--- src/rtl/ovp_pkg.sv ---
package ovp_pkg;
  typedef enum logic [1:0] {ST_RUN, ST_DISCH, ST_TRIS} ovp_state_t;

  // Fixed-point gain in 1/256 steps above unity for each trip select
  function automatic logic [5:0] ov_kfac(input logic [1:0] s);
    case (s)
      2'd0:    return 6'd13;
      2'd1:    return 6'd26;
      2'd2:    return 6'd38;
      default: return 6'd51;
    endcase
  endfunction

  localparam logic [5:0] PG_KFAC = 6'd6;
endpackage

--- src/rtl/ovp_levels.sv ---
module ovp_levels #(
  parameter int VW = 10
) (
  input  logic [VW-1:0] ref_code,
  input  logic [1:0]    trip_sel,
  output logic [VW:0]   trip_lvl,
  output logic [VW:0]   pgrel_lvl
);
  import ovp_pkg::*;

  localparam int NLVL = 4;
  localparam int AW   = VW + 6;

  function automatic logic [VW:0] scale(input logic [VW-1:0] t, input logic [5:0] k);
    logic [AW-1:0] acc;
    acc = '0;
    for (int b = 0; b < 6; b++)
      if (k[b]) acc = acc + (AW'(t) << b);
    return {1'b0, t} + (VW+1)'(acc >> 8);
  endfunction

  logic [VW:0] lvl [NLVL];

  genvar g;
  generate
    for (g = 0; g < NLVL; g++) begin : g_lvl
      localparam logic [5:0] KF = ov_kfac(2'(g));
      assign lvl[g] = scale(ref_code, KF);
    end
  endgenerate

  assign trip_lvl  = lvl[trip_sel];
  assign pgrel_lvl = scale(ref_code, PG_KFAC);
endmodule

--- src/rtl/ovp_qual.sv ---
module ovp_qual #(
  parameter int VW       = 10,
  parameter int QUAL_CYC = 700
) (
  input  logic          clk,
  input  logic          rst_n,
  input  logic          arm,
  input  logic [VW-1:0] out_code,
  input  logic [VW:0]   trip_lvl,
  output logic          over,
  output logic          fault
);
  localparam int CW = $clog2(QUAL_CYC + 1);
  localparam logic [CW-1:0] LAST = CW'(QUAL_CYC - 1);

  logic [CW-1:0] cnt;

  assign over  = {1'b0, out_code} > trip_lvl;
  assign fault = arm && over && (cnt == LAST);

  always_ff @(posedge clk or negedge rst_n) begin
    if (!rst_n)
      cnt <= '0;
    else if (!arm || !over)
      cnt <= '0;
    else if (cnt != LAST)
      cnt <= cnt + 1'b1;
  end


  fault_needs_history_chk: assert property (@(posedge clk) disable iff (!rst_n)
    $rose(fault) |-> $past(over));
endmodule

--- src/rtl/ovp_fsm.sv ---
module ovp_fsm #(
  parameter int VW = 10
) (
  input  logic          clk,
  input  logic          rst_n,
  input  logic          fault,
  input  logic          over,
  input  logic [VW-1:0] out_code,
  input  logic [VW-1:0] ref_code,
  input  logic [VW:0]   pgrel_lvl,
  input  logic          auto_mode,
  input  logic          zero_cross,
  output logic          arm,
  output logic          hs_en,
  output logic          ls_en,
  output logic          sw_tristate,
  output logic          pg_pull_low
);
  import ovp_pkg::*;

  ovp_state_t st, st_nx;

  always_comb begin
    st_nx = st;
    case (st)
      ST_RUN:   if (fault) st_nx = ST_DISCH;
      ST_DISCH: if (zero_cross || (!auto_mode && !over)) st_nx = ST_TRIS;
      ST_TRIS:  if (auto_mode && (out_code < ref_code)) st_nx = ST_RUN;
      default:  st_nx = ST_TRIS;
    endcase
  end

  always_ff @(posedge clk or negedge rst_n) begin
    if (!rst_n) begin
      st          <= ST_RUN;
      pg_pull_low <= 1'b0;
    end else begin
      st <= st_nx;
      if (st == ST_RUN && fault)
        pg_pull_low <= 1'b1;
      else if (pg_pull_low && auto_mode && ({1'b0, out_code} < pgrel_lvl))
        pg_pull_low <= 1'b0;
    end
  end

  assign arm         = (st == ST_RUN);
  assign hs_en       = (st == ST_RUN);
  assign ls_en       = (st != ST_TRIS);
  assign sw_tristate = (st == ST_TRIS);


  fault_entry_chk: assert property (@(posedge clk) disable iff (!rst_n)
    (st == ST_RUN && fault) |=> (!hs_en && ls_en && pg_pull_low));

  zc_tristate_chk: assert property (@(posedge clk) disable iff (!rst_n)
    (st == ST_DISCH && zero_cross) |=> sw_tristate);

  latch_hold_chk: assert property (@(posedge clk) disable iff (!rst_n)
    (sw_tristate && !auto_mode) |=> (!hs_en && pg_pull_low));

  latch_ls_off_chk: assert property (@(posedge clk) disable iff (!rst_n)
    (st == ST_DISCH && !auto_mode && !over) |=> !ls_en);

  pg_before_resume_chk: assert property (@(posedge clk) disable iff (!rst_n)
    hs_en |-> !pg_pull_low);
endmodule

--- src/rtl/ovp_guard.sv ---
module ovp_guard #(
  parameter int VW      = 10,
  parameter int CLK_MHZ = 100,
  parameter int QUAL_NS = 7000
) (
  input  logic          clk,
  input  logic          rst_n,
  input  logic [VW-1:0] out_code,
  input  logic [VW-1:0] ref_code,
  input  logic [1:0]    trip_sel,
  input  logic          auto_mode,
  input  logic          zero_cross,
  output logic          hs_en,
  output logic          ls_en,
  output logic          sw_tristate,
  output logic          pg_pull_low
);
  localparam int QUAL_CYC = (CLK_MHZ * QUAL_NS) / 1000;

  logic [VW:0] trip_lvl, pgrel_lvl;
  logic        over, fault, arm;

  ovp_levels #(.VW(VW)) u_levels (
    .ref_code (ref_code),
    .trip_sel (trip_sel),
    .trip_lvl (trip_lvl),
    .pgrel_lvl(pgrel_lvl)
  );

  ovp_qual #(.VW(VW), .QUAL_CYC(QUAL_CYC)) u_qual (
    .clk     (clk),
    .rst_n   (rst_n),
    .arm     (arm),
    .out_code(out_code),
    .trip_lvl(trip_lvl),
    .over    (over),
    .fault   (fault)
  );

  ovp_fsm #(.VW(VW)) u_fsm (
    .clk        (clk),
    .rst_n      (rst_n),
    .fault      (fault),
    .over       (over),
    .out_code   (out_code),
    .ref_code   (ref_code),
    .pgrel_lvl  (pgrel_lvl),
    .auto_mode  (auto_mode),
    .zero_cross (zero_cross),
    .arm        (arm),
    .hs_en      (hs_en),
    .ls_en      (ls_en),
    .sw_tristate(sw_tristate),
    .pg_pull_low(pg_pull_low)
  );
endmodule

--- config.mk ---
export PLATFORM = sky130hd
export DESIGN_NAME = ovp_guard
export DESIGN_NICKNAME = d
export VERILOG_FILES = /design/src/rtl/ovp_pkg.sv /design/src/rtl/ovp_levels.sv /design/src/rtl/ovp_qual.sv /design/src/rtl/ovp_fsm.sv /design/src/rtl/ovp_guard.sv
export SDC_FILE = /design/constraint.sdc
export NUM_CORES = 1
export LEC_CHECK = 0
export ABC_AREA = 1
export BUFFER_PORTS_ARGS = -buffer_cell sky130_fd_sc_hd__buf_2
export CORE_ASPECT_RATIO = 0.75
export CORE_MARGIN = 5
export CORE_UTILIZATION = 40
export CTS_CLUSTER_DIAMETER = 150
export DETAILED_ROUTE_END_ITERATION = 8
export GPL_ROUTABILITY_DRIVEN = 1
export PLACE_DENSITY = 0.54
export SLEW_MARGIN = 5
export SYNTH_ARGS = -nofsm -noshare
export SYNTH_HDL_FRONTEND = slang
export SYNTH_SLANG_ARGS = --single-unit
--- constraint.sdc ---
create_clock -name clk -period 1.7 [get_ports clk]
set_clock_uncertainty 0.05 [all_clocks]
set_input_delay 0.34 -clock clk [delete_from_list [all_inputs] [get_ports clk]]
set_output_delay 0.34 -clock clk [all_outputs]
set_load 0.02 [all_outputs]
==> results by group <==
STA
  – Max Slew Vio Count: 0
  – Achievable frequency: between 150 and 200 MHz
  – Pin slew with the least headroom to its limit: 455.6 ps
  – Hold slack: roughly 330 ps
  – Crit share post-route: 3.265
  – RSZ-0062 raised after global routing: yes
  – Endpoints failing setup: 13
  – Final WS setup: -3851 ps
  – Setup TNS: -49470 ps
  – Fin. Hold Viols: 0
  – Post-layout min period: between 5000 and 6000 ps
  – Relative slew slack: 0.6915

Yosys
  – Sequential area share after synthesis: 0.06085
  – Syn avg cell area: 6.473 um2
  – Mux contribution to synthesized area: 0
  – Syn nets: 969
  – Post-synthesis cell type count: 51
  – Post-Synth Adder-Cell Area: 0.2935
  – Cell Area, Synth: 5346 um2
  – Yosys top cell by area: ha_1
  – FF+latch count, synth: 13
  – Synth Area in Compound Gates: 0.1603
  – Syn Inst Count: between 800 and 900
  – Ys Warns: 0
  – Simple-Gate Fraction of Synth Area: 0.3017
  – Post-synth top flop: dfrtp_1
  – Top area cells in the synthesized netlist: ha_1, nand2_1, inv_1, dfrtp_1, xor2_1
  – Largest family of logic cells by synthesized area: simple AND/OR/NAND/NOR gates
  – Synth Area in XOR/XNOR: 0.08121
  – Number of flops mapped to enable cells by yosys: 0
  – Async set or reset register ratio after synthesis: 1.000
  – Share of the synthesized area in the top cell type: 0.2410

Layout
  – Commonest non-fill, non-tap cell in the layout: buf_4
  – Layout fillers: ~1.2k
  – P&R area growth vs syn: 45.35%
  – Most frequent cells in the layout: buf_4, nand2_1, inv_1
  – Finished Cell Area: between 7000 and 8000 um2
  – Share of layout cells above drive strength 1: 0.3283
  – Antenna Cells: 0
  – Nets: roughly 1.2k
  – Final Util: 0.5949

Power
  – Cell leakage power: 4.255 nW
  – Max VDD drop: around 0.00057 V
  – Power per cell area: ~960 nW/um2
  – Total power: between 7 and 8 mW

Setup path
  – Critical path's most frequent cell: nand2_4
  – Cell depth of the worst flop-to-flop path: 6
  – Slowest-stage cell, CP: fa_1
  – Worst reg2reg path startpoint: u_qual.cnt[0]
  – CP required: 1820 ps
  – CP Launch Type: input pin
  – CP peak stage delay: about 440 ps
  – CP bufs+invs: 5
  – Worst setup EP type: flip-flop
  – Worst Path Max Fanout: 5
  – Largest delay share family, worst path: simple AND/OR/NAND/NOR gates
  – Endpoint of the worst-slack reg-to-reg timing path: u_qual.cnt[2]
  – Kind of critical path: input pin to flip-flop
  – Arrival time of the worst setup path: around 5700 ps
  – R2R Setup Slk: roughly 120 ps

Clock tree
  – Clk_lat worst skew: about 240 ps
  – H-Tree Depth: 1
  – CTS tree: built
  – Clock slew at reported path FFs: 50 ps
  – CTS sink count: 13
  – Clk buf depth: 2
  – CTS root buf: clkbuf_16
  – Cts bufs inserted: 3

Route
  – Routed wire length: 18780 um
  – M1 WL: 9226 um
  – DRT Pass-1 Iters: 5
  – Top Metal Used: met4
  – Residual DRC count: 0
  – Wire length on met2: 8275 um
  – Met3 WL: a little over 800 um
  – Vias: about 6.3k
  – Drt initial violations: 374
  – Via density per instance: 5.097
  – Routed Antenna Nets: 0
  – DR WL/cell: roughly 15 um

Floorplan
  – Height of the die: roughly 110 um
  – IO Pins: 30
  – Rows: 36
  – Initial core utilization: 0.4093
  – Die width: approximately 140 um
  – Core ar.: roughly 13000 um2
  – Die Area: 15800 um2

Outcome
  – Violated checks: setup timing
  – Status: finished with violations

Min path
  – Hold EP: u_fsm.st[0]
  – Hold WC Path Type: input pin to flip-flop
  – Beginning of the worst hold path: zero_cross
  – Hold depth: 4

GRT
  – Initial antenna violation count: 0
  – Grt ovf: 0
  – GRT Overall Usage: 0.2421
  – First-pass GRT wire length: 30570 um
  – Pin count of the biggest net entering global routing: 22
  – Number of global-route vias before repair: between 6k and 7k

Placement
  – Final Wtd Congestion: between 0.8 and 0.9
  – Detail Placement HPWL: approximately 16000 um
  – # port buffers: 29
  – Post-DP Area: 7316 um2

Run
  – Max Cap Viol: 0
-- registers in the layout, summed over array words and instances, names as in the netlist --
| register | cells |
|---|---|
| u_fsm.pg_pull_low | 1 |
| u_fsm.st | 2 |
| u_qual.cnt | 10 |
-- per-stage QoR --
| step | worst slack [ps] | std cells |
|---|---|---|
| CTS | -3857 | 1235 |
| floorplan | -3534 | 826 |
| global placement | -4134 | 1222 |
| finish | -3851 | 1237 |
| global route | -4147 | 1237 |
| detailed placement | -4281 | 1222 |
-- per-layer routing --
| metal | global-route usage | up-vias |
|---|---|---|
| li1 | - | 3206 |
| met1 | 0.3418 | 2923 |
| met4 | 0.05376 | 0 |
| met5 | 0 | - |
| met2 | 0.4023 | 142 |
| met3 | 0.02329 | 34 |
-- layout make-up --
type / count / area [um2] / area share
flip-flops and latches: 13 / 325.3 / 0.04186
well taps: 171 / 214.0 / 0.02753
repair buffers: 242 / 1780 / 0.2291
clock buffers: 4 / 78.83 / 0.01014
inverters: 138 / 518.0 / 0.06666
multi-input cells: 669 / 4855 / 0.6247
-- synth_stat cells (2+ instances only) --
cell type  instances
o21ai_4            2
xor2_2             3
a21oi_2            4
o21ai_1            3
nor2_1            56
o21a_1             2
o21ai_0           28
nand2_2            9
nand3_1           55
o21bai_1           2
xnor2_1            7
o22ai_1            2
clkbuf_1           3
nor2_2            11
nand4_1           12
nor4_1             2
o21ai_2            4
dfrtp_1           13
inv_2              6
a21oi_1           64
nor3_1             6
ha_1             103
a21o_1             3
o221ai_1           3
nand2_4            3
nor3b_1            2
a211oi_1           4
nand2_1          198
o211ai_1           6
o31ai_1            4
buf_2              3
or2_2              4
o2111ai_1          2
inv_1            131
fa_1              14
xor2_1            37
-- cell families (layout without fill, tap and decap cells) --
family	Yosys count	count (layout)
xor gates and xnor gates	47	47
buffers and inverters	145	384
AOI/OAI and AO/OA	140	140
DFF	13	13
adders and majority gates	117	117
and+or+nand+nor	364	365
-- what timing repair did --
item / in CTS / in global routing
cloned: 1 / 0
hold endpoints to repair: 13 / 0
pin swaps: 43 / 31
hold buffers: 1 / 0
buffers inserted: 7 / 2
endpoints found under the setup margin: 13 / 13
gates resized for setup: 21 / 37
-- worst reg2reg max path, delay by kind of cell, from the launching register on --
kind	cells	cell delay (ps)
simple gates	4	570
flops	1	410
fa+ha+maj	1	260
xor+xnor	1	170
-- how the worst max path moves through the flow --
stage / start / to / cells past startpoint
after floorplan: ref_code[2] / u_qual.cnt[0] / 41
after global placement: ref_code[3] / u_qual.cnt[1] / 41
after detailed placement: ref_code[3] / u_qual.cnt[2] / 42
after CTS: ref_code[3] / u_qual.cnt[1] / 43
after global routing: ref_code[3] / u_qual.cnt[1] / 42
final: ref_code[3] / u_qual.cnt[1] / 40
-- power by group --
part	internal (mW)	total (mW)	switching (mW)
clock	0.317	0.457	0.139
sequential	0.325	0.343	0.0182
combinational	3.12	6.67	3.55
(Power assumes the default switching activity.)
